## src/rtl/mdio_mgmt_pkg.sv

```systemverilog
package mdio_mgmt_pkg;

    // Word offsets decoded on the register bus
    localparam logic [7:0] OFS_CFG  = 8'h40;
    localparam logic [7:0] OFS_ADDR = 8'h44;
    localparam logic [7:0] OFS_WDAT = 8'h48;
    localparam logic [7:0] OFS_RDAT = 8'h4C;
    localparam logic [7:0] OFS_CMD  = 8'h50;

    localparam logic [31:0] CFG_RESET     = 32'h0001_50FF;
    localparam int          CMD_START_BIT = 8;
    localparam int          CMD_BUSY_BIT  = 16;
    localparam int          PHY_LSB       = 8;

    typedef enum logic [2:0] {
        ST_IDLE,
        ST_PREAMBLE,
        ST_HEADER,
        ST_TURN,
        ST_DATA
    } seq_state_t;

endpackage

```

## src/rtl/mdio_mdc_gen.sv

```systemverilog
module mdio_mdc_gen #(
    parameter int DIV_W = 8
) (
    input  logic             clk,
    input  logic             rst_n,
    input  logic             run,
    input  logic [DIV_W-1:0] div,
    output logic             mdc,
    output logic             rise_tick,
    output logic             fall_tick
);

    logic [DIV_W-1:0] cnt_q;
    logic             mdc_q;
    logic             hit;

    assign hit = run && (cnt_q == div);

    always_ff @(posedge clk or negedge rst_n) begin
        if (!rst_n) begin
            cnt_q <= '0;
            mdc_q <= 1'b0;
        end else if (!run) begin
            cnt_q <= '0;
            mdc_q <= 1'b0;
        end else if (hit) begin
            cnt_q <= '0;
            mdc_q <= ~mdc_q;
        end else begin
            cnt_q <= cnt_q + 1'b1;
        end
    end

    assign mdc       = mdc_q;
    assign rise_tick = hit && !mdc_q;
    assign fall_tick = hit &&  mdc_q;

endmodule

```

## src/rtl/mdio_frame_seq.sv

```systemverilog
module mdio_frame_seq
    import mdio_mgmt_pkg::*;
#(
    parameter int PRE_BITS = 32,
    parameter int FLD_W    = 5,
    parameter int DATA_W   = 16
) (
    input  logic              clk,
    input  logic              rst_n,
    input  logic              start,
    input  logic              op_write,
    input  logic [FLD_W-1:0]  phy,
    input  logic [FLD_W-1:0]  regad,
    input  logic [DATA_W-1:0] wdata,
    input  logic              rise_tick,
    input  logic              fall_tick,
    input  logic              mdi,
    output logic              busy,
    output logic              done,
    output logic [DATA_W-1:0] rx_word,
    output logic              mdo,
    output logic              mdoe
);

    localparam int HDR_BITS = 4 + 2 * FLD_W;
    localparam int TA_BITS  = 2;
    localparam int SH_W     = HDR_BITS + TA_BITS + DATA_W;
    localparam int MAXP     = (PRE_BITS > DATA_W) ? PRE_BITS : DATA_W;
    localparam int CNT_W    = $clog2(MAXP);

    seq_state_t        state_q, state_d;
    logic [CNT_W-1:0]  bit_cnt;
    logic [SH_W-1:0]   tx_sh;
    logic [DATA_W-1:0] rx_sh;
    logic              wr_q;
    int                phase_len;
    logic              last;
    logic              accept;

    assign accept = start && (state_q == ST_IDLE);

    always_comb begin
        phase_len = 1;
        unique case (state_q)
            ST_IDLE:     phase_len = 1;
            ST_PREAMBLE: phase_len = PRE_BITS;
            ST_HEADER:   phase_len = HDR_BITS;
            ST_TURN:     phase_len = TA_BITS;
            ST_DATA:     phase_len = DATA_W;
        endcase
    end

    assign last = fall_tick && (int'(bit_cnt) == phase_len - 1);

    // next-state selection
    always_comb begin
        state_d = state_q;
        unique case (state_q)
            ST_IDLE:     if (accept) state_d = ST_PREAMBLE;
            ST_PREAMBLE: if (last)   state_d = ST_HEADER;
            ST_HEADER:   if (last)   state_d = ST_TURN;
            ST_TURN:     if (last)   state_d = ST_DATA;
            ST_DATA:     if (last)   state_d = ST_IDLE;
        endcase
    end

    // state register
    always_ff @(posedge clk or negedge rst_n) begin
        if (!rst_n) state_q <= ST_IDLE;
        else        state_q <= state_d;
    end

    // frame datapath: bit counter, transmit and receive shifters
    always_ff @(posedge clk or negedge rst_n) begin
        if (!rst_n) begin
            bit_cnt <= '0;
            tx_sh   <= '0;
            rx_sh   <= '0;
            wr_q    <= 1'b0;
        end else if (accept) begin
            bit_cnt <= '0;
            wr_q    <= op_write;
            tx_sh   <= {2'b01,
                        (op_write ? 2'b01 : 2'b10),
                        phy, regad,
                        (op_write ? 2'b10 : 2'b00),
                        (op_write ? wdata : {DATA_W{1'b0}})};
        end else begin
            if (fall_tick) begin
                bit_cnt <= last ? '0 : bit_cnt + 1'b1;
                if (state_q != ST_PREAMBLE && state_q != ST_IDLE)
                    tx_sh <= {tx_sh[SH_W-2:0], 1'b0};
            end
            if (rise_tick && state_q == ST_DATA && !wr_q)
                rx_sh <= {rx_sh[DATA_W-2:0], mdi};
        end
    end

    // line outputs
    always_comb begin
        mdo  = 1'b1;
        mdoe = 1'b0;
        unique case (state_q)
            ST_IDLE:     begin mdo = 1'b1;         mdoe = 1'b0; end
            ST_PREAMBLE: begin mdo = 1'b1;         mdoe = 1'b1; end
            ST_HEADER:   begin mdo = tx_sh[SH_W-1]; mdoe = 1'b1; end
            ST_TURN:     begin mdo = tx_sh[SH_W-1]; mdoe = wr_q; end
            ST_DATA:     begin mdo = tx_sh[SH_W-1]; mdoe = wr_q; end
        endcase
    end

    assign busy    = (state_q != ST_IDLE);
    assign done    = (state_q == ST_DATA) && last;
    assign rx_word = rx_sh;

endmodule

```

## src/rtl/mdio_csr.sv

```systemverilog
module mdio_csr
    import mdio_mgmt_pkg::*;
#(
    parameter int DIV_W  = 8,
    parameter int FLD_W  = 5,
    parameter int DATA_W = 16
) (
    input  logic              clk,
    input  logic              rst_n,
    input  logic [7:0]        bus_addr,
    input  logic              bus_wr,
    input  logic [31:0]       bus_wdata,
    input  logic              bus_rd,
    output logic [31:0]       bus_rdata,
    input  logic              busy,
    input  logic              done,
    input  logic [DATA_W-1:0] rx_word,
    output logic              start,
    output logic              op_write,
    output logic [DIV_W-1:0]  div,
    output logic [FLD_W-1:0]  phy,
    output logic [FLD_W-1:0]  regad,
    output logic [DATA_W-1:0] wdata
);

    logic [31:0]       cfg_q;
    logic [FLD_W-1:0]  phy_q, reg_q;
    logic [DATA_W-1:0] wdat_q, rdat_q;
    logic              op_q;
    logic [31:0]       rd_mux;

    assign start = bus_wr && (bus_addr == OFS_CMD) && bus_wdata[CMD_START_BIT] && !busy;

    always_ff @(posedge clk or negedge rst_n) begin
        if (!rst_n) begin
            cfg_q  <= CFG_RESET;
            phy_q  <= '0;
            reg_q  <= '0;
            wdat_q <= '0;
            rdat_q <= '0;
            op_q   <= 1'b0;
        end else begin
            if (bus_wr && bus_addr == OFS_CFG)  cfg_q <= bus_wdata;
            if (bus_wr && bus_addr == OFS_ADDR) begin
                phy_q <= bus_wdata[PHY_LSB +: FLD_W];
                reg_q <= bus_wdata[FLD_W-1:0];
            end
            if (bus_wr && bus_addr == OFS_WDAT) wdat_q <= bus_wdata[DATA_W-1:0];
            if (start)                          op_q   <= bus_wdata[0];
            if (done && !op_q)                  rdat_q <= rx_word;
        end
    end

    always_comb begin
        rd_mux = '0;
        case (bus_addr)
            OFS_CFG:  rd_mux = cfg_q;
            OFS_ADDR: begin
                rd_mux[PHY_LSB +: FLD_W] = phy_q;
                rd_mux[FLD_W-1:0]        = reg_q;
            end
            OFS_WDAT: rd_mux[DATA_W-1:0] = wdat_q;
            OFS_RDAT: rd_mux[DATA_W-1:0] = rdat_q;
            OFS_CMD:  begin
                rd_mux[CMD_BUSY_BIT] = busy;
                rd_mux[0]            = op_q;
            end
            default:  rd_mux = '0;
        endcase
    end

    always_ff @(posedge clk or negedge rst_n) begin
        if (!rst_n)      bus_rdata <= '0;
        else if (bus_rd) bus_rdata <= rd_mux;
    end

    assign op_write = bus_wdata[0];
    assign div      = cfg_q[DIV_W-1:0];
    assign phy      = phy_q;
    assign regad    = reg_q;
    assign wdata    = wdat_q;

endmodule

```

## src/rtl/mdio_mgmt_master.sv

```systemverilog
module mdio_mgmt_master #(
    parameter int DIV_W    = 8,
    parameter int FLD_W    = 5,
    parameter int DATA_W   = 16,
    parameter int PRE_BITS = 32
) (
    input  logic        clk,
    input  logic        rst_n,
    input  logic [7:0]  bus_addr,
    input  logic        bus_wr,
    input  logic [31:0] bus_wdata,
    input  logic        bus_rd,
    output logic [31:0] bus_rdata,
    output logic        mdc,
    output logic        mdio_o,
    output logic        mdio_oe,
    input  logic        mdio_i
);

    logic              start, op_write;
    logic [DIV_W-1:0]  cfg_div;
    logic [FLD_W-1:0]  phy, regad;
    logic [DATA_W-1:0] wdata, rx_word;
    logic              seq_busy, seq_done;
    logic              rise_tick, fall_tick;

    mdio_csr #(.DIV_W(DIV_W), .FLD_W(FLD_W), .DATA_W(DATA_W)) u_csr (
        .clk       (clk),
        .rst_n     (rst_n),
        .bus_addr  (bus_addr),
        .bus_wr    (bus_wr),
        .bus_wdata (bus_wdata),
        .bus_rd    (bus_rd),
        .bus_rdata (bus_rdata),
        .busy      (seq_busy),
        .done      (seq_done),
        .rx_word   (rx_word),
        .start     (start),
        .op_write  (op_write),
        .div       (cfg_div),
        .phy       (phy),
        .regad     (regad),
        .wdata     (wdata)
    );

    mdio_mdc_gen #(.DIV_W(DIV_W)) u_mdc (
        .clk       (clk),
        .rst_n     (rst_n),
        .run       (seq_busy),
        .div       (cfg_div),
        .mdc       (mdc),
        .rise_tick (rise_tick),
        .fall_tick (fall_tick)
    );

    mdio_frame_seq #(.PRE_BITS(PRE_BITS), .FLD_W(FLD_W), .DATA_W(DATA_W)) u_seq (
        .clk       (clk),
        .rst_n     (rst_n),
        .start     (start),
        .op_write  (op_write),
        .phy       (phy),
        .regad     (regad),
        .wdata     (wdata),
        .rise_tick (rise_tick),
        .fall_tick (fall_tick),
        .mdi       (mdio_i),
        .busy      (seq_busy),
        .done      (seq_done),
        .rx_word   (rx_word),
        .mdo       (mdio_o),
        .mdoe      (mdio_oe)
    );

endmodule

```

## config.mk

```make
export PLATFORM = sky130hd
export DESIGN_NAME = mdio_mgmt_master
export DESIGN_NICKNAME = d
export VERILOG_FILES = /design/src/rtl/mdio_mgmt_pkg.sv /design/src/rtl/mdio_mdc_gen.sv /design/src/rtl/mdio_frame_seq.sv /design/src/rtl/mdio_csr.sv /design/src/rtl/mdio_mgmt_master.sv
export SDC_FILE = /design/constraint.sdc
export NUM_CORES = 1
export LEC_CHECK = 0
export BUFFER_PORTS_ARGS = -buffer_cell sky130_fd_sc_hd__buf_2
export CAP_MARGIN = 15
export CORE_UTILIZATION = 50
export DETAILED_ROUTE_END_ITERATION = 16
export GPL_ROUTABILITY_DRIVEN = 0
export GPL_TIMING_DRIVEN = 0
export PLACE_DENSITY = 0.69
export RECOVER_POWER = 25
export SYNTH_ARGS = -nofsm -noshare
export SYNTH_HDL_FRONTEND = slang
export SYNTH_SLANG_ARGS = --single-unit
export TNS_END_PERCENT = 30
```

## constraint.sdc

```tcl
create_clock -name clk -period 4.2 [get_ports clk]
set_input_delay 0.21 -clock clk [delete_from_list [all_inputs] [get_ports clk]]
set_output_delay 0.21 -clock clk [all_outputs]
set_load 0.1 [all_outputs]
```

After elaboration in Yosys (flattened, before gate mapping) --
Index checks and enable logic that the tools add are counted.
Storage, ports and cells: input port bits 45, flip-flop bits (word level) 173, output and inout port bits 35, logic and storage cells 97
Operators by class: eq/ne operators 18, reductions and logical operators 31, $add $sub $neg 3, bitwise operators 2, muxes and demuxes 29
Operator list (number):
- case mux 32 bit (5 select lines) | 1
- two-way mux 32 bit | 3
- equality test 8 x 7 -> 1 bit, second input constant | 5
- equality test 6 x 32 -> 1 bit | 1
- subtractor 32 x 2 -> 32 bit, second input constant | 1
- case mux 5 bit (4 select lines) | 1
- case mux 3 bit (3 select lines) | 2
- logical AND 1 bit | 16
- two-way mux 16 bit | 1
- two-way mux 8 bit | 2
- case mux 4 bit (4 select lines) | 1
- two-way mux 15 bit | 1
- two-way mux 3 bit | 5
- two-way mux 5 bit | 3
- case mux 3 bit (5 select lines) | 1
- inequality test 2 x 1 -> 1 bit, second input constant | 6
- adder 8 x 1 -> 8 bit, second input constant | 1
- equality test 8 bit | 1
- equality test 3 x 2 -> 1 bit, second input constant | 2
- OR reduction 2 bit | 3
- adder 5 x 1 -> 5 bit, second input constant | 1
- case mux 1 bit (5 select lines) | 1
- AND reduction 5 bit | 1
- logical NOT 1 bit | 4
- other kinds (13) | 19

Depth between registers and ports, before layout --
depth in word-level cells 8, mapped depth 12, depth with buffers taken out 9

Cells and area by module --
A second synthesis with hierarchy kept.
Second synthesis, totals: cell total of the unflattened synthesis 630, area, all modules 7822.5 sq um
Modules (own cells, without submodules):
- mdio_csr | area each 4511.8 sq um, seq. area each 2691.3 sq um, cells an instance 292, times used 1
- mdio_frame_seq | area each 2817.7 sq um, seq. area each 1426.4 sq um, cells an instance 289, times used 1
- mdio_mdc_gen | area each 493.0 sq um, seq. area each 225.2 sq um, cells an instance 49, times used 1

Least setup slack after synthesis --
Ideal clock, no wire load.
kind reg-to-output, start reg u_seq.state_q[0], end out mdio_oe, arrival 2916 ps, data required time 3990 ps, path buffers 1, path slack 1074 ps, cell stages (with the launch flop) 4, cells stage by stage dfrtp_1 -> buf_6 -> nor2_1 -> o31ai_1
On the way: cells in the longest elaborated chain, start to end 3, elaborated cells between the ends (all ways) 8
RTL lines:
- start, declared | RTL line mdio_frame_seq.sv:31 | seq_state_t state_q, state_d;
- start signal, assigned | RTL line mdio_frame_seq.sv:70 | else state_q <= state_d;
- equality test 3 x 2 -> 1 bit (tied with other cells) | RTL line mdio_frame_seq.sv:103 | unique case (state_q)
- OR reduction 2 bit (no source line)
- case mux 1 bit (3 select lines) * | RTL line mdio_frame_seq.sv:103
- end, declared | RTL line mdio_mgmt_master.sv:16 | output logic mdio_oe,
Mark *: on every way between the ends. The rest lies on a longest branch, timed or not.

==> key figures <==
Clock network
  – Root buf cell: clkbuf_16
  – Post-CTS Resized: 0
  – Clock Latency Late Sink: 0.42 ns
  – CTS tree: yes
  – Clock slew at reported path FFs: 0.07 ns
  – Post-CTS setup buffer count: 0
  – Num CTS Buffers: 17
  – Clock buffer depth: 2
  – Maximum level of the CTS H-tree: 4
  – Clock sinks: 172
  – # hold bufs at CTS: 1

Yosys
  – Count leader, synth: dfrtp_1
  – Yosys top cell area share: 0.513
  – Post-synth EDFFs: 0
  – Top_reg_cell synth: dfrtp_1
  – Post-synth net total: 684
  – Synth unique cells: 61
  – Cell count after synthesis: 635
  – Synthesized area per cell: 12.4 um^2
  – Synth area leaders: dfrtp_1 51%, mux2_2 10%, mux2_4 3.8%
  – Post-synth top cells: 161 x dfrtp_1, 72 x mux2_2, 46 x nand2_1
  – Yosys top cell by area: dfrtp_1
  – #FFs+latches synth: 172
  – FFs w/ async S/R, synth: 1.00
  – Sequential element share of the synthesized area: 0.550
  – Syn. warnings: 0
  – Cell area after synthesis: 7860 um^2

Worst setup path
  – Worst path cell trace: dlygate4sd3_1, clkbuf_2, clkbuf_4
  – CP max FO: 99
  – Critical path class: in2async
  – Critical-path top delay cell: clkbuf_2
  – CP Capture Type: async pin
  – CP bufs+invs: 3
  – Worst R2R Path Depth: 9
  – Reg-to-reg endpoint: u_csr.rdat_q[11]
  – Crit start category: input port
  – Worst R2R Setup Slack: 1.23 ns
  – Crit-path leading delay family: buffers and inverters
  – CP arrival: 3.32 ns
  – Worst r2r src: u_seq.state_q[0]
  – Largest stage delay, worst path: 1.26 ns
  – Data required, critical path: 4.52 ns

STA
  – Worst-Margin Slew: 1.79 ns
  – Max Clock Skew: 0.00769 ns
  – Max Fclk: 0.333 GHz
  – Setup violations, final: 0
  – Final worst-path cycle share: 0.714
  – TNS Setup: 0 ns
  – Min Tclk post-route: 3.00 ns
  – Final Hold Viols: 0
  – Slew Limit Headroom: -0.192
  – RSZ-0062 raised after global routing: no
  – Fin. max-slew vios: 75

Route
  – DRC: 0
  – Vias per inst: 5.58
  – Final antenna-violating net count: 0
  – Vias: 5342
  – Initial DRC count: 402
  – Drt wl/cell: 18.3 um
  – DRT Pass-1 Iters: 7
  – Routed WL: 17500 um

Global routing
  – Remaining Overflow, GRT: 0
  – Vias in the first global route: 5495
  – Initial antenna violation count: 0
  – Total Routing Usage GR: 0.232
  – Largest net degree at the start of global routing: 100
  – First-pass GRT wire length: 28700 um

Final layout
  – Filler cells: 1256
  – Area Growth Syn to Fin: 15.5%
  – Post-layout util: 0.595
  – Register Area: 4320 um^2
  – Share of layout cells above drive strength 1: 0.332
  – Ant diodes: 0
  – Nets: 783
  – Area of the multi-input gates: 3190 um^2

Pwr
  – Leak pwr: 0.00432 uW
  – Peak VDD IR: 289 uV
  – Pwr per Cell Area: 376 nW/um^2

Place
  – Final HPWL DP: 12600 um
  – Port Buffers: 78

Die
  – Initial core utilization: 0.515
  – Full die area: 16200 um^2
  – Die width: 127 um
  – Core Footprint: 15300 um^2
  – Chip Height: 127 um
  – Row count: 45
  – I/O pin count: 80

Worst hold path
  – Hold endpoint: u_csr.cfg_q[27]
  – Hold path depth: 2
  – Hold/Removal Path Class: in2reg
  – HP Start: bus_wdata[27]

Flow run
  – Max-cap viol count: 1

Run status
  – Failing checks: max-capacitance violations, max-slew violations
  – Status: finished, violations left
state kept, by name (all words and copies together), names as in the netlist, 8 cells and up:
register	cells
u_csr.bus_rdata	32
u_csr.wdata	16
u_seq.rx_word	16
u_csr.cfg_q	32
u_csr.rdat_q	16
u_seq.tx_sh	32
u_mdc.cnt_q	8
how the worst max path moves through the flow:
stage                               to  cells past startpoint        startpoint
CTS                   u_csr.rdat_q[11]                      9  u_seq.state_q[0]
floorplan                      mdio_oe                      3  u_seq.state_q[0]
detailed placement    u_csr.rdat_q[11]                      9  u_seq.state_q[2]
global route          u_seq.state_q[2]                      3             rst_n
global placement    u_csr.bus_rdata[0]                      1             rst_n
finish                       u_mdc.mdc                      3             rst_n
through the flow:
stage	total power (uW)	instance area [um^2]	cells	setup slack [ns]	hold WS (ns)
finish	3410	9080	958	1.20	0.0158
global placement	1960	8510	924	0.398	0.445
detailed placement	1970	8550	925	1.23	0.212
floorplan	1870	7860	635	1.07	-0.0856
CTS	3440	9110	958	1.21	0.00653
global route	3540	9080	958	0.584	0.0118
cells by family (layout without fill, tap and decap cells):
| family | Yosys count | count (layout) | synth area share |
|---|---|---|---|
| fa+ha+maj | 4 | 4 | 0.00637 |
| flops | 172 | 172 | 0.550 |
| mux | 111 | 111 | 0.182 |
| compound gates | 119 | 119 | 0.109 |
| simple gates | 133 | 133 | 0.0866 |
| xor+xnor | 21 | 21 | 0.0234 |
| buf+inv | 75 | 187 | 0.0436 |
layout by cell type, fill, tap and decap left out, drive strengths merged, types with 14 or more instances in the layout:
master	synthesis	routed
dfrtp	161	161
buf	24	101
mux2	92	92
nand2	46	46
clkbuf	16	39
inv	35	36
o21ai	32	32
a2bb2oi	28	28
nor2	28	28
nand3	24	24
o22ai	19	19
o2bb2ai	16	16
xnor2	14	14
layout make-up:
cell class | instances | area share
sequential | 172 | 0.476
multi-input combinational | 388 | 0.352
clock buffer | 21 | 0.0507
timing repair buffer | 80 | 0.0449
tap | 211 | 0.0291
buffer | 40 | 0.0233
inverter | 35 | 0.0145
clock inverter | 11 | 0.0102
where the power goes:
group	internal, uW	switching [uW]
Sequential	1690	32.5
Combinational	84.2	121
Clock	844	634
Total	2620	788
metal layers:
| metal | track usage | vias to the layer above | part of all wire |
|---|---|---|---|
| met5 | 0 | - | 0 |
| met3 | 0.0494 | 18 | 0.040 |
| met2 | 0.370 | 117 | 0.48 |
| met1 | 0.320 | 2732 | 0.47 |
| met4 | 0.0686 | 0 | 0.016 |
| li1 | - | 2475 | - |
worst reg2reg max path, stage by stage (launching register included):
cell      delay (ns)
dfrtp_1         0.46
or3b_4          0.43
ha_1            0.27
nor4b_2         0.22
o21bai_1        0.14
a221oi_2        0.39
and4bb_1        0.32
buf_6           0.17
buf_12          0.16
mux2_4          0.31
No activity file was read; power rests on OpenSTA's default activity.
